$ cat config.mk
export PLATFORM = sky130hd
export DESIGN_NAME = boot_flag_detector
export DESIGN_NICKNAME = d
export VERILOG_FILES = /design/src/rtl/boot_flag_pkg.sv /design/src/rtl/bfd_position.sv /design/src/rtl/bfd_tally.sv /design/src/rtl/boot_flag_detector.sv
export SDC_FILE = /design/constraint.sdc
export NUM_CORES = 1
export LEC_CHECK = 0
export ABC_AREA = 1
export CORE_UTILIZATION = 40
export CTS_BUF_LIST = sky130_fd_sc_hd__clkbuf_2 sky130_fd_sc_hd__clkbuf_4 sky130_fd_sc_hd__clkbuf_8
export DETAILED_ROUTE_END_ITERATION = 12
export PLACE_DENSITY_LB_ADDON = 0.3
export SLEW_MARGIN = 10
export SYNTH_ARGS = -nofsm -noshare
export SYNTH_HDL_FRONTEND = slang
export SYNTH_SLANG_ARGS = --single-unit
$ cat constraint.sdc
create_clock -name clk -period 1.95 [get_ports clk]
set_input_delay 0.195 -clock clk [delete_from_list [all_inputs] [get_ports clk]]
set_output_delay 0.195 -clock clk [all_outputs]
set_load 0.03 [all_outputs]
$ cat src/rtl/boot_flag_pkg.sv
package boot_flag_pkg;

  typedef enum logic [1:0] {
    VOTE_INV = 2'd0,
    VOTE_55  = 2'd1,
    VOTE_AA  = 2'd2
  } vote_e;

  // Thresholded vote; the 0x55 marker wins when both counts qualify.
  function automatic vote_e decide(input int unsigned c55, input int unsigned caa,
                                   input int unsigned thr);
    if (c55 >= thr)      return VOTE_55;
    else if (caa >= thr) return VOTE_AA;
    else                 return VOTE_INV;
  endfunction

  function automatic logic page_ok(input vote_e hi, input vote_e lo);
    return (hi != VOTE_INV) && (lo != VOTE_INV);
  endfunction

  function automatic logic [1:0] page_code_of(input vote_e hi, input vote_e lo);
    if (!page_ok(hi, lo)) return 2'd0;
    return {hi == VOTE_AA, lo == VOTE_AA};
  endfunction

endpackage

$ cat src/rtl/bfd_position.sv
module bfd_position #(
  parameter int TOTAL = 160,
  parameter int WIN   = 32,
  localparam int PW   = $clog2(TOTAL),
  localparam int NWIN = TOTAL / WIN,
  localparam int IW   = (NWIN > 1) ? $clog2(NWIN) : 1
) (
  input  logic          clk,
  input  logic          rst_n,
  input  logic          start,
  input  logic          byte_valid,
  output logic          accept,
  output logic [IW-1:0] win_idx,
  output logic          win_first,
  output logic          win_last,
  output logic          scan_last
);
  localparam logic [PW-1:0] LAST_POS = PW'(TOTAL - 1);

  logic          busy_q;
  logic [PW-1:0] pos_q;
  logic [PW-1:0] win_off;

  assign accept    = busy_q && byte_valid && !start;
  assign win_idx   = IW'(pos_q / PW'(WIN));
  assign win_off   = pos_q % PW'(WIN);
  assign win_first = (win_off == '0);
  assign win_last  = (win_off == PW'(WIN - 1));
  assign scan_last = (pos_q == LAST_POS);

  always_ff @(posedge clk or negedge rst_n) begin
    if (!rst_n) begin
      busy_q <= 1'b0;
      pos_q  <= '0;
    end else if (start) begin
      busy_q <= 1'b1;
      pos_q  <= '0;
    end else if (accept) begin
      if (scan_last) busy_q <= 1'b0;
      else           pos_q  <= pos_q + 1'b1;
    end
  end
endmodule

$ cat src/rtl/bfd_tally.sv
module bfd_tally
  import boot_flag_pkg::*;
#(
  parameter int WIN    = 32,
  parameter int THRESH = 7,
  localparam int CW    = $clog2(WIN + 1)
) (
  input  logic       clk,
  input  logic       rst_n,
  input  logic       accept,
  input  logic       win_first,
  input  logic [7:0] byte_data,
  output vote_e      vote_now
);
  logic [CW-1:0] c55_q, caa_q, c55_n, caa_n;

  assign c55_n    = (win_first ? '0 : c55_q) + CW'(byte_data == 8'h55);
  assign caa_n    = (win_first ? '0 : caa_q) + CW'(byte_data == 8'hAA);
  assign vote_now = decide(32'(c55_n), 32'(caa_n), 32'(THRESH));

  always_ff @(posedge clk or negedge rst_n) begin
    if (!rst_n) begin
      c55_q <= '0;
      caa_q <= '0;
    end else if (accept) begin
      c55_q <= c55_n;
      caa_q <= caa_n;
    end
  end
endmodule

$ cat src/rtl/boot_flag_detector.sv
module boot_flag_detector
  import boot_flag_pkg::*;
#(
  parameter int TOTAL    = 160,
  parameter int WIN      = 32,
  parameter int THRESH   = 7,
  parameter int BUS_WIN  = 0,
  parameter int ROW_WIN  = 2,
  parameter int PGHI_WIN = 3,
  parameter int PGLO_WIN = 4
) (
  input  logic       clk,
  input  logic       rst_n,
  input  logic       start,
  input  logic       byte_valid,
  input  logic [7:0] byte_data,
  output logic       col_cyc3,
  output logic       retry,
  output logic       done,
  output logic       bus16,
  output logic       row3,
  output logic [1:0] page_code,
  output logic       err,
  output logic       fatal
);
  localparam int NF   = 4;
  localparam int NWIN = TOTAL / WIN;
  localparam int IW   = (NWIN > 1) ? $clog2(NWIN) : 1;
  localparam int FIELD_WIN [NF] = '{BUS_WIN, ROW_WIN, PGHI_WIN, PGLO_WIN};

  logic          accept, win_first, win_last, scan_last;
  logic [IW-1:0] win_idx;
  vote_e         vote_now;
  vote_e         field_q [NF];
  logic          scan_end_q;   // finalize event, one cycle after byte TOTAL-1
  logic          attempt_q;    // 1 = second attempt (3 column cycles)
  logic          retry_pend_q;
  logic          bus_bad;

  bfd_position #(.TOTAL(TOTAL), .WIN(WIN)) u_pos (
    .clk(clk), .rst_n(rst_n), .start(start), .byte_valid(byte_valid),
    .accept(accept), .win_idx(win_idx), .win_first(win_first),
    .win_last(win_last), .scan_last(scan_last)
  );

  bfd_tally #(.WIN(WIN), .THRESH(THRESH)) u_tally (
    .clk(clk), .rst_n(rst_n), .accept(accept), .win_first(win_first),
    .byte_data(byte_data), .vote_now(vote_now)
  );

  for (genvar f = 0; f < NF; f++) begin : g_field
    always_ff @(posedge clk or negedge rst_n) begin
      if (!rst_n)
        field_q[f] <= VOTE_INV;
      else if (start)
        field_q[f] <= VOTE_INV;
      else if (accept && win_last && (win_idx == IW'(FIELD_WIN[f])))
        field_q[f] <= vote_now;
    end
  end

  assign bus_bad  = (field_q[0] == VOTE_INV);
  assign col_cyc3 = attempt_q;

  always_ff @(posedge clk or negedge rst_n) begin
    if (!rst_n) begin
      scan_end_q   <= 1'b0;
      attempt_q    <= 1'b0;
      retry_pend_q <= 1'b0;
      retry        <= 1'b0;
      done         <= 1'b0;
      bus16        <= 1'b0;
      row3         <= 1'b0;
      page_code    <= 2'd0;
      err          <= 1'b0;
      fatal        <= 1'b0;
    end else begin
      scan_end_q <= accept && scan_last;
      retry      <= 1'b0;
      done       <= 1'b0;
      if (start) begin
        scan_end_q   <= 1'b0;
        attempt_q    <= retry_pend_q;
        retry_pend_q <= 1'b0;
        bus16        <= 1'b0;
        row3         <= 1'b0;
        page_code    <= 2'd0;
        err          <= 1'b0;
        fatal        <= 1'b0;
      end else if (scan_end_q) begin
        if (bus_bad && !attempt_q) begin
          retry        <= 1'b1;
          retry_pend_q <= 1'b1;
        end else if (bus_bad) begin
          done  <= 1'b1;
          fatal <= 1'b1;
        end else begin
          done      <= 1'b1;
          bus16     <= (field_q[0] == VOTE_AA);
          row3      <= (field_q[1] == VOTE_AA);
          page_code <= page_code_of(field_q[2], field_q[3]);
          err       <= (field_q[1] == VOTE_INV) || !page_ok(field_q[2], field_q[3]);
        end
      end
    end
  end
endmodule

== Yosys cells after proc, flatten, opt, wreduce, memory -nomap -nowiden ==
Cells that the tools add are included.
Operators by class
  $add $sub $neg: 3
  $mul: 0
  div/mod/pow operators: 0
  $lt $le $gt $ge: 2
  equality and inequality tests: 14
  shift operators: 0
  mux-type cells: 55
  bitwise gates (word level): 0
  reductions and logical operators: 34
Operators by type and width (count)
  1-bit two-way mux: 34
  2-bit two-way mux: 16
  8-bit two-way mux: 3
  2-bit nonzero test: 11
  8-bit == test (second input constant): 2
  6-bit by 1-bit adder with 6-bit output: 2
  6-bit by 3-bit greater-or-equal comparator with 1-bit output (second input constant): 2
  6-bit two-way mux: 2
  1-bit logical AND: 10
  8-bit by 1-bit adder with 8-bit output (second input constant): 1
  2-bit == test (second input constant): 4
  8-bit by 7-bit == test with 1-bit output (second input constant): 1
  8-bit zero test: 1
  3-bit by 2-bit == test with 1-bit output (second input constant): 2
  2-bit != test (second input constant): 3
  2-bit AND reduction: 3
  3-bit AND reduction: 2
  5-bit == test (second input constant): 1
  2-bit zero test: 2
  3-bit == test (second input constant): 1
  1-bit zero test: 3
  3-bit zero test: 1
  1-bit logical OR: 1
Word-level totals
  register bits: 40
  latch bits: 0
  memory bits (writable): 0
  memory bits (read-only): 0
  bits of input ports: 12
  output and inout bits: 9
  memories: 0

== Longest topological paths before layout ==
Gate-level depths: netlist of the first run.
  word-level depth: 12
  gate-level depth with buffers: 18
  depth with buffers taken out: 18

== Modules after synthesis ==
A second synthesis of the first run with hierarchy kept.
Unflattened totals
  cells, all modules: 320
  area total of the unflattened synthesis: 2331.0 sq um
By module, submodules not included
  boot_flag_detector: instances 1, cells an instance 114, area each 894.6 sq um, seq. area each 475.5 sq um
  bfd_tally: instances 1, cells an instance 121, area each 828.3 sq um, seq. area each 300.3 sq um
  bfd_position: instances 1, cells an instance 85, area each 608.1 sq um, seq. area each 225.2 sq um

== Worst setup path before layout of the first run ==
No wires, ideal clock.
  kind: register to register
  from: register u_pos.pos_q[0]
  to: register field_q[0] (netlist name)
  library setup time: 0.116 ns
  arrival: 1.946 ns
  required time: 1.834 ns
  slack: -0.113 ns
  stages on the path, launching flop included: 17
  path through: dfrtp_1 > inv_1 > ha_1 > inv_1 > nor2_2 > nand2_4 > inv_2 > nor2_1 > ha_1 > nand2_1 > nand3b_2 > xnor2_2 > nand2_2 > nor2_8 > nor2_4 > nand2_1 > nand2_1
On the way
  cells in the longest elaborated chain, start to end: 7
  elaborated cells between the ends (all ways): 11
  classes of those cells: add/sub: 1; order compare: 1; eq/ne: 1; mux: 4; reduce/logical: 4
Ends and longest elaborated chain
  start: declaration: line bfd_position.sv:21  | logic [PW-1:0] pos_q;
  start signal: assignment: line bfd_position.sv:40  | else pos_q <= pos_q + 1'b1;
  8-bit zero test: line bfd_position.sv:27  | assign win_first = (win_off == '0);
  6-bit two-way mux: line bfd_tally.sv:17  | assign c55_n = (win_first ? '0 : c55_q) + CW'(byte_data == 8'h55);
  6-bit by 1-bit adder with 6-bit output: line bfd_tally.sv:17
  6-bit by 3-bit greater-or-equal comparator with 1-bit output: line boot_flag_pkg.sv:12  | if (c55 >= thr) return VOTE_55;
  2-bit two-way mux: line boot_flag_pkg.sv:12
  2-bit two-way mux: line boot_flag_detector.sv:57  | else if (accept && win_last && (win_idx == IW'(FIELD_WIN[f])))
  2-bit two-way mux: line boot_flag_detector.sv:55  | else if (start)
  end signal: indexed assignment: line boot_flag_detector.sv:58  | field_q[f] <= vote_now;
  end: declaration: line boot_flag_detector.sv:34  | vote_e field_q [NF];
Parallel ways exist; a longest one is shown, timed or not. The select of a mux whose other input is x is not followed.
A chain may end at the register's enable or synchronous reset.

== Final worst setup path of the first run ==
Same ends and word-level chain as after synthesis.

==> summary.md, run 1 <==
| Metric | Value |
|---|---|
| Top FF cell, synth | `dfrtp_1` |
| Remaining antenna violation count | `0` |
| VDD IR max | `0.000588 V` |
| Status | `complete, but fails checks` |
| Final WL | `4.70 mm` |
| Synth-to-Final Area Change | `34.4%` |
| Post-Layout Cell Count | `400` |
| Seq cells post-synth | `40` |
| Number of synthesized flops with an enable pin | `0` |
| Die Y | `76.7 um` |
| Failing checks | `negative setup slack` |
| Layout Nets | `348` |
| Leak | `1.40 nW` |
| Inserted Clock Buffers | `5` |
| Total negative slack | `-0.222 ns` |
| Synthesized cell area | `2230 sq um` |
| Library cells used by synthesis | `31` |
| Core Area | `5240 sq um` |
| Syn Inst Count | `281` |
| Tot Pwr | `2.21 mW` |
| WL met1 | `2.07 mm` |
| Dpl cells | `381` |
| Die width | `76.7 um` |
| Crit path kind | `flip-flop to flip-flop` |
| Worst slew pin tran | `0.540 ns` |
| Clock Skew | `0.00977 ns` |
| CTS tree | `yes` |
| RSZ-0062 raised after global routing | `true` |
| Met2 wire len | `2.41 mm` |
| H-tree Lvls | `2` |
| Final WS setup | `-0.0423 ns` |
| Initial Util | `42.6%` |
| Worst Reg2Reg Path Length in Cells | `17` |
| Insertion delay to the later sink of the worst-skew pair | `0.30 ns` |
| R2R Path Start | `u_pos.pos_q[0]` |
| Root buf cell | `clkbuf_8` |
| Detail Placement HPWL | `3.37 mm` |
| Hold slack | `0.474 ns` |
| Final hold viol count | `0` |
| Worst Path Arrival | `2.19 ns` |
| # rows | `26` |
| Ant diodes | `0` |
| Part of the cycle the worst path needs | `102%` |
| First-pass GRT wire length | `8.49 mm` |
| Min-delay worst type | `input pin to asynchronous set/reset pin` |
| Highest Signal Layer | `met4` |
| GP Congestion | `0.841` |
| Grt total ovfl | `0` |
| Power per cell area | `737 nW/um^2` |
| Fmax | `502 MHz` |
| Ports | `21` |
| Wire length per cell | `11.7 um` |
| Port bufs | `20` |
| Final setup fails | `8` |
| Synth Area per Inst | `7.93 sq um` |
| Worst setup EP type | `flip-flop` |
| Req. time, crit path | `2.15 ns` |
| DR WL met3 | `163 um` |
| Clock slew at reported path FFs | `0.09 ns` |
| Max-slew violations | `0` |
| Synth async-reset ratio | `100%` |
| Detailed-route DRC error count | `0` |
| Die area | `5880 sq um` |
| CTS Buffer Depth | `2` |
| Clock sinks | `40` |
| DR vias/cell | `4.92` |
| Syn Nets | `300` |
| Number of max-cap violations | `0` |
| Reg2reg end | `field_q[0]` |
| Initial antenna violation count | `0` |
| Number of global-route vias before repair | `1,991` |
| Yosys Warn Count | `0` |
| Startpoint Class | `flip-flop` |
| Max-slew headroom | `63.8%` |
| Layout cells sized above 1 | `26.1%` |
| Final min period | `1.99 ns` |
| R2R Setup Slk | `-0.04 ns` |
| Drt pass-1 iters | `4` |
| GRT Resource Usage Total | `18.1%` |
| Filler Cells Inserted | `458` |
| Via Count | `1,968` |
| Largest net degree at the start of global routing | `41` |
| Seq/Total Area, Yosys | `44.9%` |
| CP max FO | `5` |
| DRT iter0 DRCs | `66` |
layer usage:
metal  up-vias  global-route usage, %
met5         -                      0
met4         0                   6.92
met2        31                   32.7
met1       920                   21.2
met3         5                   3.33
li1       1012                      -
power by group:
group / total (mW) / leakage (nW) / internal, mW / switching [mW]
clock network: 0.701 / 0.0583 / 0.386 / 0.315
logic: 0.621 / 0.804 / 0.275 / 0.346
registers: 0.887 / 0.542 / 0.863 / 0.0241
synth_stat cells (2+ instances only):
library cell  count  area, sq um
nand2_2           7         43.8
nand4_1          15         93.8
clkbuf_1          4         15.0
o21ai_1           4         20.0
nor2_4            2         22.5
dfrtp_1          40         1000
nor4_1            2         12.5
inv_2             3         11.3
nor2_2            3         18.8
nand2_4           2         22.5
nand3_1          19         95.1
a21oi_1          13         65.1
inv_1            44          165
nor2_1           23         86.3
nand3_2           2         20.0
nand2_1          53          199
ha_1              7         87.6
nor3_1            6         30.0
o21ai_0          20          100
repair_timing:
| action | CTS | global route |
|---|---|---|
| gates resized for setup | 28 | 12 |
| pin swaps | 22 | 9 |
| hold endpoints to repair | 40 | 0 |
| buffers inserted | 8 | 2 |
| hold buffers | 1 | 0 |
| endpoints found under the setup margin | 12 | 12 |
cell type report:
cell class | instances | area [sq um] | share of cell area, %
Clock buffer | 5 | 68.8 | 2.30
Clock inverter | 3 | 47.5 | 1.59
Inverter | 48 | 188 | 6.26
Multi-Input combinational cell | 187 | 1200 | 40.1
Sequential cell | 40 | 1000 | 33.4
Tap cell | 70 | 87.6 | 2.92
Timing Repair Buffer | 47 | 402 | 13.4
worst max path at each step:
stage | startpoint | to | slack (ns)
3_3_place_gp | byte_data[1] | field_q[7] | -0.64
3_5_place_dp | byte_data[1] | field_q[1] | -0.70
6_report | u_pos.pos_q[0] | field_q[0] | -0.04
4_1_cts | u_pos.pos_q[0] | field_q[0] | -0.06
2_1_floorplan | u_pos.pos_q[0] | field_q[0] | -0.1
5_1_grt | u_pos.pos_q[0] | field_q[6] | -0.17
worst max-delay path, cell delays in order, from the launching register on:
cell and delay (ns):
dfrtp_1 0.40, inv_2 0.09, ha_4 0.14, inv_4 0.03
nor2_4 0.08, nand2_4 0.08, inv_6 0.08, nor2_4 0.04
ha_4 0.16, ha_4 0.17, nand4_1 0.10, o21ai_2 0.08
nand2_4 0.09, nand2_4 0.07, nor2_8 0.15, nor2_4 0.04
nand2_1 0.06, nand2_1 0.04
layout by cell type (no fill, tap or decap), types with 2 or more instances in the layout:
| master | netlist | final |
|---|---|---|
| o21ai_1 | 4 | 5 |
| nor2_2 | 3 | 6 |
| buf_4 | 0 | 25 |
| nor4_4 | 0 | 2 |
| dfrtp_1 | 40 | 40 |
| ha_4 | 0 | 4 |
| nand3_4 | 0 | 2 |
| nand2_4 | 2 | 3 |
| inv_2 | 3 | 6 |
| clkdlybuf4s50_1 | 0 | 15 |
| clkbuf_8 | 0 | 5 |
| ha_1 | 7 | 2 |
| nor2_4 | 2 | 5 |
| nand2_2 | 7 | 10 |
| inv_1 | 44 | 39 |
| o21ai_2 | 1 | 2 |
| clkdlybuf4s15_1 | 0 | 2 |
| nor3_1 | 6 | 6 |
| dlygate4sd2_1 | 0 | 2 |
| nand2_1 | 53 | 49 |
| nand4_1 | 15 | 15 |
| nor2_1 | 23 | 17 |
| nand3_1 | 19 | 16 |
| clkinv_4 | 0 | 2 |
| a21oi_1 | 13 | 13 |
| o21ai_0 | 20 | 18 |
| nand3_2 | 2 | 3 |
sequential cells by signal, indices dropped and copies added (netlist names), 2 cells and up:
signal	flops
field_q	8
u_tally.caa_q	6
u_tally.c55_q	6
u_pos.pos_q	8
page_code	2
metrics by stage:
step,worst slack [ns],utilization (%),instance area (sq um)
after detailed placement,-0.698,50.7,2660
after CTS,-0.0627,56.4,2950
after global routing,-0.175,57.2,3000
after floorplan,-0.0985,-,2290
after global placement,-0.639,50.7,2660
final,-0.0423,57.2,3000
kinds of logic (layout without fill, tap and decap cells):
family / count (synthesis) / after routing / synth area share, %
adder cells (fa/ha/maj): 7 / 7 / 3.93
XOR/XNOR: 1 / 1 / 0.730
AO/OA/AOI/OAI: 40 / 40 / 9.26
flip-flops: 40 / 40 / 44.9
AND/OR/NAND/NOR: 139 / 139 / 31.7
buffers and inverters: 54 / 103 / 9.48
(Power assumes the default switching activity.)
==> run 2, diff against run 1 <==
--- a/config.mk
+++ b/config.mk
@@ -10,6 +10,7 @@
 export CTS_BUF_LIST = sky130_fd_sc_hd__clkbuf_2 sky130_fd_sc_hd__clkbuf_4 sky130_fd_sc_hd__clkbuf_8
 export DETAILED_ROUTE_END_ITERATION = 12
 export PLACE_DENSITY_LB_ADDON = 0.3
+export RECOVER_POWER = 50
 export SLEW_MARGIN = 10
 export SYNTH_ARGS = -nofsm -noshare
 export SYNTH_HDL_FRONTEND = slang
==> summary.md, run 2 (synthesis gave the netlist of run 1 again) <==
| Metric | Value |
|---|---|
| DR vias/cell | `4.92` |
| Crit-path max cell delay | `0.40 ns` |
| Largest registers | `field_q: 8 flops, u_pos.pos_q: 8 flops` |
| CTS Buffer Depth | `2` |
| Ports | `21` |
| First-pass GRT wire length | `8.49 mm` |
| Remaining antenna violation count | `0` |
| Insertion delay to the later sink of the worst-skew pair | `0.30 ns` |
| RSZ-0062 raised after global routing | `true` |
| Power per cell area | `738 nW/um^2` |
| Inserted Clock Buffers | `5` |
| Layout Nets | `348` |
| Largest net degree at the start of global routing | `41` |
| Fmax | `502 MHz` |
| R2R Path Start | `u_pos.pos_q[0]` |
| Initial Util | `42.6%` |
| Detailed-route DRC error count | `0` |
| Detail Placement HPWL | `3.37 mm` |
| Worst slew pin tran | `0.989 ns` |
| Post-Layout Cell Count | `400` |
| CP max FO | `5` |
| Clock Skew | `0.00972 ns` |
| Hold slack | `0.502 ns` |
| DRT iter0 DRCs | `66` |
| # rows | `26` |
| Failing checks | `negative setup slack` |
| Clock sinks | `40` |
| Layout cells sized above 1 | `26.1%` |
| Worst setup path endpoint | `field_q[0]` |
| CTS tree | `yes` |
| Req. time, crit path | `2.15 ns` |
| Final min period | `1.99 ns` |
| R2R Setup Slk | `-0.04 ns` |
| Clock slew at reported path FFs | `0.09 ns` |
| GP Congestion | `0.841` |
| Initial antenna violation count | `0` |
| Crit-path cells | `inv_2 > ha_4 > inv_4 > nor2_4 > nand2_4 > inv_6 > nor2_4 > ha_4 > ha_4 > nand4_1 > o21ai_2 > nand2_4 > nand2_4 > nor2_8 > nor2_4 > nand2_1 > nand2_1` |
| Final hold viol count | `0` |
| Synth-to-Final Area Change | `34.3%` |
| Critical-path top delay cell | `dfrtp_1` |
| Die width | `76.7 um` |
| Reg2reg end | `field_q[0]` |
| Wire length per cell | `11.7 um` |
| Final WL | `4.70 mm` |
| Crit path kind | `flip-flop to flip-flop` |
| Die Y | `76.7 um` |
| Part of the cycle the worst path needs | `102%` |
| Worst setup EP type | `flip-flop` |
| Ant diodes | `0` |
| Max-slew headroom | `34.0%` |
| Drt pass-1 iters | `4` |
| VDD IR max | `0.000588 V` |
| Root buf cell | `clkbuf_8` |
| Worst Reg2Reg Path Length in Cells | `17` |
| Number of global-route vias before repair | `1,991` |
| Setup WS pre-CTS | `-0.698 ns` |
| Dpl cells | `381` |
| Commonest cells after routing, fill and taps aside | `49 x nand2_1, 40 x dfrtp_1, 39 x inv_1` |
| Final WS setup | `-0.0424 ns` |
| Worst Path Arrival | `2.19 ns` |
| Via Count | `1,968` |
| Leak | `1.40 nW` |
| Status | `complete, but fails checks` |
| Tot Pwr | `2.21 mW` |
| Core Area | `5240 sq um` |
| Final setup fails | `8` |
| H-tree Lvls | `2` |
| Grt total ovfl | `0` |
| Max-slew violations | `0` |
| Number of max-cap violations | `0` |
| Startpoint Class | `flip-flop` |
| Commonest non-fill, non-tap cell in the layout | `nand2_1` |
| Port bufs | `20` |
| Min-delay worst type | `flip-flop to flip-flop` |
| Critical Path Start | `u_pos.pos_q[0]` |
| Die area | `5880 sq um` |
| GRT Resource Usage Total | `18.1%` |
==> run 2: changes by cell type in the layout (fill, tap and decap cells not counted) <==
cell | previous run | this run
buf_4 | 25 | 24
clkbuf_2 | 0 | 1
==> run 2: power by group <==
group / internal (mW) / switching, mW
Combinational: 0.274 / 0.347
Sequential: 0.863 / 0.0241
Clock: 0.386 / 0.315
Total: 1.52 / 0.686
==> run 2: layer usage <==
metal	up-vias	global-route usage [%]	wire length, um
met5	-	0	0
met3	5	3.33	163
met1	920	21.2	2070
li1	1012	-	-
met2	31	32.7	2410
met4	0	6.92	52
==> run 2: metrics by stage <==
step / setup TNS (ns) / cell area [sq um] / utilization (%)
6_report: -0.222 / 2990 / 57.2
3_3_place_gp: -5.62 / 2660 / 50.7
3_5_place_dp: -6.21 / 2660 / 50.7
4_1_cts: -0.335 / 2950 / 56.4
2_1_floorplan: -0.440 / 2290 / -
5_1_grt: -1.32 / 2990 / 57.2
==> run 2: layout make-up <==
| class | instances | area (sq um) |
|---|---|---|
| fill | 459 | 2240 |
| multi-input combinational | 187 | 1200 |
| sequential | 40 | 1000 |
| timing repair buffer | 47 | 399 |
| inverter | 48 | 188 |
| tap | 70 | 87.6 |
| clock buffer | 5 | 68.8 |
| clock inverter | 3 | 47.5 |
==> run 2: how the worst min path moves through the flow <==
stage / from / to / slack [ns] / depth (start not counted)
global route: field_q[0] / field_q[0] / 0.54 / 2
finish: u_pos.busy_q / u_pos.busy_q / 0.50 / 2
CTS: rst_n / fatal / 0.50 / 3
detailed placement: rst_n / fatal / 0.29 / 2
floorplan: rst_n / bus16 / -0.10 / 0
global placement: rst_n / fatal / 0.29 / 2
==> run 2: repair_timing <==
action                                  CTS  global route
pin swaps                                22             9
hold endpoints to repair                 40             0
buffers inserted                          8             2
hold buffers                              1             0
endpoints found under the setup margin   12            12
resized for setup                        28            12
==> run 2: critical path, delay by kind of cell (launching register included) <==
kind            cells  cell delay, ns
simple gates       10            0.75
compound gates      1            0.08
buf+inv             3            0.20
flops               1            0.40
fa+ha+maj           3            0.47
